$ cat config.mk
export PLATFORM = sky130hd
export DESIGN_NAME = spi_mst_xcvr
export DESIGN_NICKNAME = d
export VERILOG_FILES = /design/src/rtl/spi_mst_pkg.sv /design/src/rtl/spi_mst_bittmr.sv /design/src/rtl/spi_mst_shifter.sv /design/src/rtl/spi_mst_rxbuf.sv /design/src/rtl/spi_mst_xcvr.sv
export SDC_FILE = /design/constraint.sdc
export NUM_CORES = 1
export LEC_CHECK = 0
export ABC_AREA = 1
export BUFFER_PORTS_ARGS = -buffer_cell sky130_fd_sc_hd__buf_4
export CORE_MARGIN = 3
export CORE_UTILIZATION = 25
export CTS_BUF_LIST = sky130_fd_sc_hd__clkbuf_2 sky130_fd_sc_hd__clkbuf_4 sky130_fd_sc_hd__clkbuf_8
export DETAILED_ROUTE_END_ITERATION = 10
export PLACE_DENSITY_LB_ADDON = 0.05
export SYNTH_ARGS = -nofsm -noshare
export SYNTH_HDL_FRONTEND = slang
export SYNTH_SLANG_ARGS = --single-unit
$ cat constraint.sdc
create_clock -name clk -period 2.7 [get_ports clk]
set_clock_uncertainty 0.1 [all_clocks]
set_input_delay 0 -clock clk [delete_from_list [all_inputs] [get_ports clk]]
set_output_delay 0 -clock clk [all_outputs]
set_load 0.01 [all_outputs]
$ cat src/rtl/spi_mst_pkg.sv
package spi_mst_pkg;
  // Frame phases of the shift sequencer, one bit time each except SHIFT
  typedef enum logic [2:0] {
    PH_IDLE  = 3'd0,
    PH_SETUP = 3'd1,
    PH_SHIFT = 3'd2,
    PH_HOLD  = 3'd3,
    PH_GAP   = 3'd4
  } phase_e;
endpackage

$ cat src/rtl/spi_mst_bittmr.sv
module spi_mst_bittmr #(
  parameter int DIV_W = 8
) (
  input  logic             clk,
  input  logic             rst,
  input  logic             run,
  input  logic [DIV_W-1:0] div,
  output logic             rise_tick,
  output logic             end_tick
);
  logic [DIV_W-1:0] cnt;
  logic [DIV_W-1:0] lo_len;

  // Low part of a bit time is the larger half
  assign lo_len    = div - (div >> 1);
  assign end_tick  = run && (cnt >= div - 1'b1);
  assign rise_tick = run && (cnt == lo_len - 1'b1);

  always_ff @(posedge clk) begin
    if (rst || !run) cnt <= '0;
    else if (end_tick) cnt <= '0;
    else cnt <= cnt + 1'b1;
  end

  p_cnt_bound_r7: assert property (@(posedge clk) disable iff (rst)
    ($past(run) && run && $stable(div) && div >= 2) |-> (cnt < div));
endmodule

$ cat src/rtl/spi_mst_shifter.sv
module spi_mst_shifter
  import spi_mst_pkg::*;
#(
  parameter int CHAR_W = 8,
  parameter int DIV_W  = 8
) (
  input  logic              clk,
  input  logic              rst,
  input  logic              start,
  input  logic [CHAR_W-1:0] tx_byte,
  input  logic [DIV_W-1:0]  div,
  input  logic              miso,
  output logic              busy,
  output logic              sel_auto,
  output logic              sclk,
  output logic              mosi,
  output logic              rx_done,
  output logic [CHAR_W-1:0] rx_byte
);
  localparam int IDX_W = $clog2(CHAR_W);
  localparam logic [IDX_W-1:0] LAST_IDX = IDX_W'(CHAR_W - 1);

  phase_e            ph;
  logic [CHAR_W-1:0] sh;
  logic [IDX_W-1:0]  bit_idx;
  logic              sclk_q, mosi_q, sel_q, done_q;
  logic              run, rise_tick, end_tick;

  assign run = (ph != PH_IDLE);

  spi_mst_bittmr #(.DIV_W(DIV_W)) u_tmr (
    .clk       (clk),
    .rst       (rst),
    .run       (run),
    .div       (div),
    .rise_tick (rise_tick),
    .end_tick  (end_tick)
  );

  always_ff @(posedge clk) begin
    if (rst) begin
      ph      <= PH_IDLE;
      sh      <= '0;
      bit_idx <= '0;
      sclk_q  <= 1'b0;
      mosi_q  <= 1'b0;
      sel_q   <= 1'b0;
      done_q  <= 1'b0;
    end else begin
      done_q <= 1'b0;
      unique case (ph)
        PH_IDLE: begin
          if (start) begin
            ph      <= PH_SETUP;
            sh      <= tx_byte;
            mosi_q  <= tx_byte[CHAR_W-1];
            sel_q   <= 1'b1;
            bit_idx <= '0;
          end
        end
        PH_SETUP: begin
          if (end_tick) ph <= PH_SHIFT;
        end
        PH_SHIFT: begin
          if (rise_tick) begin
            sclk_q <= 1'b1;
            sh     <= {sh[CHAR_W-2:0], miso};
          end
          if (end_tick) begin
            sclk_q <= 1'b0;
            if (bit_idx == LAST_IDX) begin
              ph     <= PH_HOLD;
              done_q <= 1'b1;
              mosi_q <= 1'b0;
            end else begin
              bit_idx <= bit_idx + 1'b1;
              mosi_q  <= sh[CHAR_W-1];
            end
          end
        end
        PH_HOLD: begin
          if (end_tick) begin
            ph    <= PH_GAP;
            sel_q <= 1'b0;
          end
        end
        PH_GAP: begin
          if (end_tick) ph <= PH_IDLE;
        end
        default: ph <= PH_IDLE;
      endcase
    end
  end

  assign busy     = run;
  assign sel_auto = sel_q;
  assign sclk     = sclk_q;
  assign mosi     = mosi_q;
  assign rx_done  = done_q;
  assign rx_byte  = sh;

  // Serial clock only toggles inside the data phase
  p_sclk_in_shift_r7: assert property (@(posedge clk) disable iff (rst)
    sclk_q |-> (ph == PH_SHIFT));
  // mosi only moves on a falling sclk, a frame load, or the frame end
  p_mosi_on_fall_r7: assert property (@(posedge clk) disable iff (rst)
    ($past(ph) == PH_SHIFT && ph == PH_SHIFT && !$stable(mosi_q)) |-> $fell(sclk_q));
endmodule

$ cat src/rtl/spi_mst_rxbuf.sv
module spi_mst_rxbuf #(
  parameter int CHAR_W = 8
) (
  input  logic              clk,
  input  logic              rst,
  input  logic              done,
  input  logic [CHAR_W-1:0] byte_in,
  input  logic              rd,
  input  logic              clr_sta,
  output logic [CHAR_W-1:0] rhr,
  output logic              rdy,
  output logic              ovr
);
  logic [CHAR_W-1:0] rhr_q;
  logic              rdy_q, ovr_q;

  always_ff @(posedge clk) begin
    if (rst) begin
      rhr_q <= '0;
      rdy_q <= 1'b0;
      ovr_q <= 1'b0;
    end else begin
      if (done) begin
        rhr_q <= byte_in;
        rdy_q <= 1'b1;
      end else if (rd) begin
        rdy_q <= 1'b0;
      end
      if (done && rdy_q && !rd) ovr_q <= 1'b1;
      else if (clr_sta) ovr_q <= 1'b0;
    end
  end

  assign rhr = rhr_q;
  assign rdy = rdy_q;
  assign ovr = ovr_q;

  p_rdy_on_arrival_r8: assert property (@(posedge clk) disable iff (rst)
    done |=> rdy_q);
  p_ovr_set_r8: assert property (@(posedge clk) disable iff (rst)
    (done && rdy_q && !rd) |=> ovr_q);
  p_ovr_sticky_r9: assert property (@(posedge clk) disable iff (rst)
    (ovr_q && !clr_sta) |=> ovr_q);
  p_fresh_on_read_r11: assert property (@(posedge clk) disable iff (rst)
    (done && rd && !ovr_q) |=> (rdy_q && !ovr_q));
  p_read_clears_r11: assert property (@(posedge clk) disable iff (rst)
    (rd && !done) |=> !rdy_q);
endmodule

$ cat src/rtl/spi_mst_xcvr.sv
module spi_mst_xcvr
  import spi_mst_pkg::*;
#(
  parameter int CHAR_W = 8,
  parameter int DIV_W  = 8
) (
  input  logic              clk,
  input  logic              rst,
  input  logic              tx_en,
  input  logic              wait_rd,
  input  logic [DIV_W-1:0]  bit_div,
  input  logic              wr_thr,
  input  logic [CHAR_W-1:0] wr_data,
  input  logic              rd_rhr,
  input  logic              cmd_force_sel,
  input  logic              cmd_release_sel,
  input  logic              cmd_clr_status,
  input  logic              miso,
  output logic              tx_rdy,
  output logic              tx_empty,
  output logic              rx_rdy,
  output logic              rx_ovr,
  output logic [CHAR_W-1:0] rx_data,
  output logic              sclk,
  output logic              mosi,
  output logic              ss_n
);
  logic [CHAR_W-1:0] thr_q;
  logic              thr_full;
  logic              force_q;
  logic              busy, sel_auto, start;
  logic              rx_done;
  logic [CHAR_W-1:0] rx_byte;

  // A queued byte may start when the shifter is free and gating allows
  assign start    = !busy && thr_full && tx_en && !(wait_rd && rx_rdy);
  assign tx_rdy   = tx_en && !thr_full;
  assign tx_empty = tx_en && !thr_full && !busy;
  assign ss_n     = !(force_q || sel_auto);

  always_ff @(posedge clk) begin
    if (rst) begin
      thr_q    <= '0;
      thr_full <= 1'b0;
    end else if (start) begin
      thr_full <= 1'b0;
    end else if (wr_thr && tx_rdy) begin
      thr_q    <= wr_data;
      thr_full <= 1'b1;
    end
  end

  always_ff @(posedge clk) begin
    if (rst) force_q <= 1'b0;
    else if (cmd_release_sel) force_q <= 1'b0;
    else if (cmd_force_sel) force_q <= 1'b1;
  end

  spi_mst_shifter #(.CHAR_W(CHAR_W), .DIV_W(DIV_W)) u_shift (
    .clk      (clk),
    .rst      (rst),
    .start    (start),
    .tx_byte  (thr_q),
    .div      (bit_div),
    .miso     (miso),
    .busy     (busy),
    .sel_auto (sel_auto),
    .sclk     (sclk),
    .mosi     (mosi),
    .rx_done  (rx_done),
    .rx_byte  (rx_byte)
  );

  spi_mst_rxbuf #(.CHAR_W(CHAR_W)) u_rx (
    .clk     (clk),
    .rst     (rst),
    .done    (rx_done),
    .byte_in (rx_byte),
    .rd      (rd_rhr),
    .clr_sta (cmd_clr_status),
    .rhr     (rx_data),
    .rdy     (rx_rdy),
    .ovr     (rx_ovr)
  );

  p_accept_r1: assert property (@(posedge clk) disable iff (rst)
    (wr_thr && tx_rdy) |=> !tx_rdy);
  p_empty_has_room_r2: assert property (@(posedge clk) disable iff (rst)
    tx_empty |-> tx_rdy);
  p_lost_write_r4: assert property (@(posedge clk) disable iff (rst)
    (wr_thr && !tx_rdy) |=> $stable(thr_q));
  p_gate_on_read_r5: assert property (@(posedge clk) disable iff (rst)
    ($rose(busy) && $past(wait_rd)) |-> !$past(rx_rdy));
  p_sclk_inside_sel_r6: assert property (@(posedge clk) disable iff (rst)
    sclk |-> !ss_n);
  p_force_holds_r10: assert property (@(posedge clk) disable iff (rst)
    (force_q && !cmd_release_sel) |=> !ss_n);
endmodule

### After elaboration in Yosys (flattened, before gate mapping)

Index checks and enable logic that the tools add are counted.

| cells by class | value |
|---|---|
| reductions and logical operators | 36 |
| magnitude comparators | 1 |
| multiplexer cells | 28 |
| equality and inequality tests | 14 |
| bitwise logic cells | 3 |
| add/subtract/negate cells | 5 |

Operator list:

| operator | count |
|---|---|
| 2-to-1 mux 3 bit | 9 |
| 2-to-1 mux 8 bit | 2 |
| one-hot mux 8 bit (2 select lines) | 1 |
| subtractor 8 x 1 -> 8 bit, second input constant | 2 |
| one-hot mux 3 bit (5 select lines) | 1 |
| 2-to-1 mux 1 bit | 12 |
| != test 2 x 1 -> 1 bit, second input constant | 6 |
| logical AND 1 bit | 11 |
| nonzero test 2 bit | 5 |
| AND reduction 3 bit | 3 |
| adder 8 x 1 -> 8 bit, second input constant | 1 |
| == test 8 bit | 1 |
| greater-or-equal comparator 8 bit | 1 |
| subtractor 8 x 7 -> 8 bit | 1 |
| == test 3 x 2 -> 1 bit, second input constant | 2 |
| == test 3 bit, second input constant | 2 |
| one-hot mux 3 bit (2 select lines) | 1 |
| AND reduction 6 bit | 1 |
| OR reduction 2 bit | 3 |
| zero test 1 bit | 5 |
| != test 2 bit, second input constant | 2 |
| one-hot mux 1 bit (2 select lines) | 2 |
| AND reduction 2 bit | 2 |
| AND reduction 4 bit | 1 |
| other kinds (7) | 10 |

| storage, ports and cells | value |
|---|---|
| register bits after elaboration | 46 |
| output and inout port bits | 15 |
| input port bits | 26 |
| logic and storage cells | 101 |

### Logic depth before layout (Yosys ltp)

| logic depth | value |
|---|---|
| depth in word-level cells | 7 |
| depth in mapped cells | 17 |
| gate-level depth less buffers | 17 |

### Hierarchy

Synthesis repeated with hierarchy kept, for this count alone.

| unflattened totals | value |
|---|---|
| cell total of the unflattened synthesis | 430 |
| area total of the unflattened synthesis | 2964.1 um^2 |

By module, submodules not included:

| module | cells an instance | area each (um^2) | seq. area each (um^2) | times used |
|---|---|---|---|---|
| spi_mst_bittmr | 185 | 1221.2 | 160.2 | 1 |
| spi_mst_shifter | 133 | 899.6 | 360.3 | 1 |
| spi_mst_xcvr | 68 | 446.7 | 200.2 | 1 |
| spi_mst_rxbuf | 44 | 396.6 | 200.2 | 1 |

### Least setup slack after synthesis

No wires, ideal clock.

| path | value |
|---|---|
| path kind | input -> register |
| start point | input bit_div[1] |
| end point | register u_shift.u_tmr.cnt[2] |
| library setup time | 81 ps |
| path slack | 657 ps |
| required time | 2519 ps |
| stages | 15 |
| arrival | 1862 ps |
| buffers on the path | 0 |
| cells stage by stage | inv_1 -> ha_1 -> nand2_1 -> nand2_1 -> nand2_1 -> nand3_1 -> xor2_1 -> inv_1 -> ha_1 -> a21oi_1 -> o21a_1 -> nand3_1 -> nand2_1 -> nand3_1 -> nor3b_1 |

| between the ends | value |
|---|---|
| cells in the longest elaborated chain, start to end | 4 |

Ends and longest elaborated chain:

| item | line | RTL |
|---|---|---|
| start: declaration | spi_mst_xcvr.sv:11 | `input logic [DIV_W-1:0] bit_div,` |
| subtractor 8 x 1 -> 8 bit | spi_mst_bittmr.sv:16 | `assign end_tick = run && (cnt >= div - 1'b1);` |
| greater-or-equal comparator 8 bit | spi_mst_bittmr.sv:16 |  |
| logical AND 1 bit | spi_mst_bittmr.sv:16 |  |
| OR reduction 2 bit (no source line) | -- |  |
| end signal: assignment | spi_mst_bittmr.sv:22 | `else cnt <= cnt + 1'b1;` |
| end: declaration | spi_mst_bittmr.sv:11 | `logic [DIV_W-1:0] cnt;` |

No other way between the ends.
A chain may end at the register's enable or synchronous reset.

### Worst setup path after layout

| path | value |
|---|---|
| start point | input bit_div[1] |
| end point | register u_shift.u_tmr.cnt[4] |

Same word-level chain as after synthesis.

==> results.json <==
{
  "synth.avg_cell_area_um2": 6.93,
  "antenna_cells": 0,
  "synth_top_area_share_pct": 33.0,
  "setup_viol": 0,
  "ys_warn_count": 0,
  "yosys-top-cells-count": "94 x nand2_1, 57 x inv_1, 46 x dfxtp_1",
  "cts_tree": "yes",
  "io_pins": 41,
  "synth_edf_count": 0,
  "clockRootBuffer": "clkbuf_8",
  "power_density_nw_per_um2": 492,
  "endpoint_kind": "register",
  "area_delta_synth_final_pct": 26.2,
  "drc": 0,
  "cp-start-kind": "primary input",
  "netlist_instances": 402,
  "period_share_pct": 81.4,
  "path_clk_slew_ps": 90,
  "crit_type": "in -> reg",
  "die_width_um": 112,
  "period_minus_slack_ps": 2200,
  "clk-insertion-delay-late_ps": 300,
  "r2r_start": "u_shift.u_tmr.cnt[5]",
  "fin_setup_tns_ps": 0,
  "cp.required_ps": 2820,
  "htree_levels": 2,
  "numCtsBuffers": 5,
  "design_area_um2": 3520,
  "ir_worst_vdd_mv": 0.253,
  "rsz0062_at_grt": "no",
  "die_h_um": 112,
  "regArea_um2": 921,
  "track_usage_pct": 11.8,
  "multi_input_area_um2": 1590,
  "postRouteAntennaNets": 0,
  "synth-main-ff-cell": "dfxtp_1",
  "initial_core_util_pct": 26.3,
  "async_flop_share_pct": 0,
  "globalplace.congestion": 0.789,
  "worst_slew_pin_slew_ps": 638,
  "netlist_area_um2": 2790,
  "grt_pass1_wl_mm": 12.1,
  "leakage_uw": 0.00169,
  "hp-start": "wr_thr",
  "antenna_found_initial": 0,
  "hold_viol_final": 0,
  "yosysMostFrequentCell": "nand2_1",
  "ys_types": 29,
  "p_total_uw": 1730,
  "first_global_vias": 2415,
  "n_fill_cell": 1140,
  "dp_slack_ps": 186,
  "startpoint": "bit_div[1]",
  "cp_data_arrival_time_ps": 2320,
  "routed_wl_mm": 7.25,
  "yosysSeqAreaShare_pct": 33.0,
  "routed_via_density": 4.33,
  "fmax_ghz": 0.455,
  "drtIter0Drc": 87,
  "report.final.slew_viol_count": 0,
  "syn_nets": 455,
  "slew-limit-headroom_pct": 57.4,
  "min_path_type": "in -> reg",
  "first_pass_iters": 4,
  "port-buffer-count": 40,
  "wire_per_inst_um": 12.1,
  "synth.area.top_cells": "dfxtp_1 33%, nand2_1 13%, ha_1 12%",
  "maxCapViolCount": 0,
  "dp_hpwl_mm": 5.47,
  "ys_seq_elements": 46,
  "fin_ws_ps": 503,
  "grt_max_degree": 24,
  "outcome": "completed",
  "cts.sinks": 46,
  "synth.largest_area_cell": "dfxtp_1",
  "cts_buffer_depth": 2,
  "path_max_fanout": 8,
  "post_cts_buffers": 0,
  "gr-total-overflow": 0,
  "die-area_um2": 12500,
  "rows": 37,
  "detailed_place.area_um2": 3220,
  "final_nets": 515,
  "coreArea_um2": 10600,
  "drive_above_1_share_pct": 12.3,
  "vias": 2588
}
## metal layers
layer	up-vias	part of all wire, %	global-route usage, %
met5	-	0	0
met4	0	0.76	2.68
met3	4	3.0	2.23
met2	36	39	16.6
met1	1138	57	18.3
li1	1410	-	-
## cells by family (layout without fill, tap and decap cells)
| kind of cell | Yosys count | after routing | synth area share (%) |
|---|---|---|---|
| adder cells (fa/ha/maj) | 27 | 27 | 12.4 |
| AO/OA/AOI/OAI | 69 | 69 | 12.7 |
| XOR/XNOR | 13 | 13 | 4.08 |
| AND/OR/NAND/NOR | 177 | 177 | 27.9 |
| buffers and inverters | 70 | 130 | 9.87 |
| flip-flops | 46 | 46 | 33.0 |
## sequential cells by signal, indices dropped and copies added, names as in the netlist
register and count:
thr_q 8, u_shift.ph 3, u_shift.rx_byte 8, u_shift.bit_idx 3, thr_full 1, u_shift.sel_auto 1
u_shift.u_tmr.cnt 8, u_rx.rhr 8, u_shift.mosi 1, u_rx.rdy 1, force_q 1, u_shift.sclk 1
u_shift.rx_done 1, u_rx.ovr 1
## report_power, final
part	leakage, µW	switching [µW]	total, µW	internal [µW]
logic	0.00127	353	567	214
clock network	0.0000438	231	405	174
registers	0.000373	38.8	758	719
total	0.00169	623	1730	1110
## worst paths after layout
| check | to | slack, ps | depth (start not counted) |
|---|---|---|---|
| max reg2reg | u_shift.u_tmr.cnt[4] | 670 | 7 |
| max | u_shift.u_tmr.cnt[4] | 500 | 16 |
| min reg2reg | thr_q[4] | 370 | 2 |
| min | thr_q[4] | 170 | 3 |
## per-stage QoR
step	util, %	hold slack [ps]	instances
6_report	33.2	167	598
3_5_place_dp	30.4	72.0	569
4_1_cts	33.2	161	598
3_3_place_gp	30.4	66.4	569
5_1_grt	33.2	209	598
2_1_floorplan	-	-23.2	402
## layout make-up
cell class	count	share of cell area, %
Clock inverter	2	0.284
Multi-Input combinational cell	286	45.2
Inverter	59	6.29
Timing Repair Buffer	64	15.2
Sequential cell	46	26.2
Tap cell	136	4.84
Clock buffer	5	1.96
## cells in the final DEF, fill, tap and decap left out, types with 2 or more instances in the layout
cell,n
buf_4,42
inv_1,57
nand4_1,7
o21ai_0,23
nor2_1,32
xnor2_1,3
clkbuf_8,5
a21oi_1,42
nand3_1,28
nand2_1,94
ha_1,26
clkinv_2,2
nor2_2,2
inv_2,2
dlygate4sd3_1,22
xor2_1,10
nor3_1,5
nor3b_1,2
nand3b_1,3
dfxtp_1,46
## worst max-delay path: stages
cell and delay [ps]:
buf_4 110, inv_1 170, ha_1 180, nand2_1 50, nand2_1 80, nand2_1 80
nand3_1 80, xor2_1 150, inv_1 70, ha_1 280, a21oi_1 140, o21a_1 180
nand3_1 160, nand2_1 110, nand3_1 230, nor3b_1 240
## what timing repair did
action,4_1_cts,5_1_grt
gates resized for setup,0,0
hold buffers,22,0
endpoints found under the hold margin,20,0
Power figures use the tool's default switching activity.
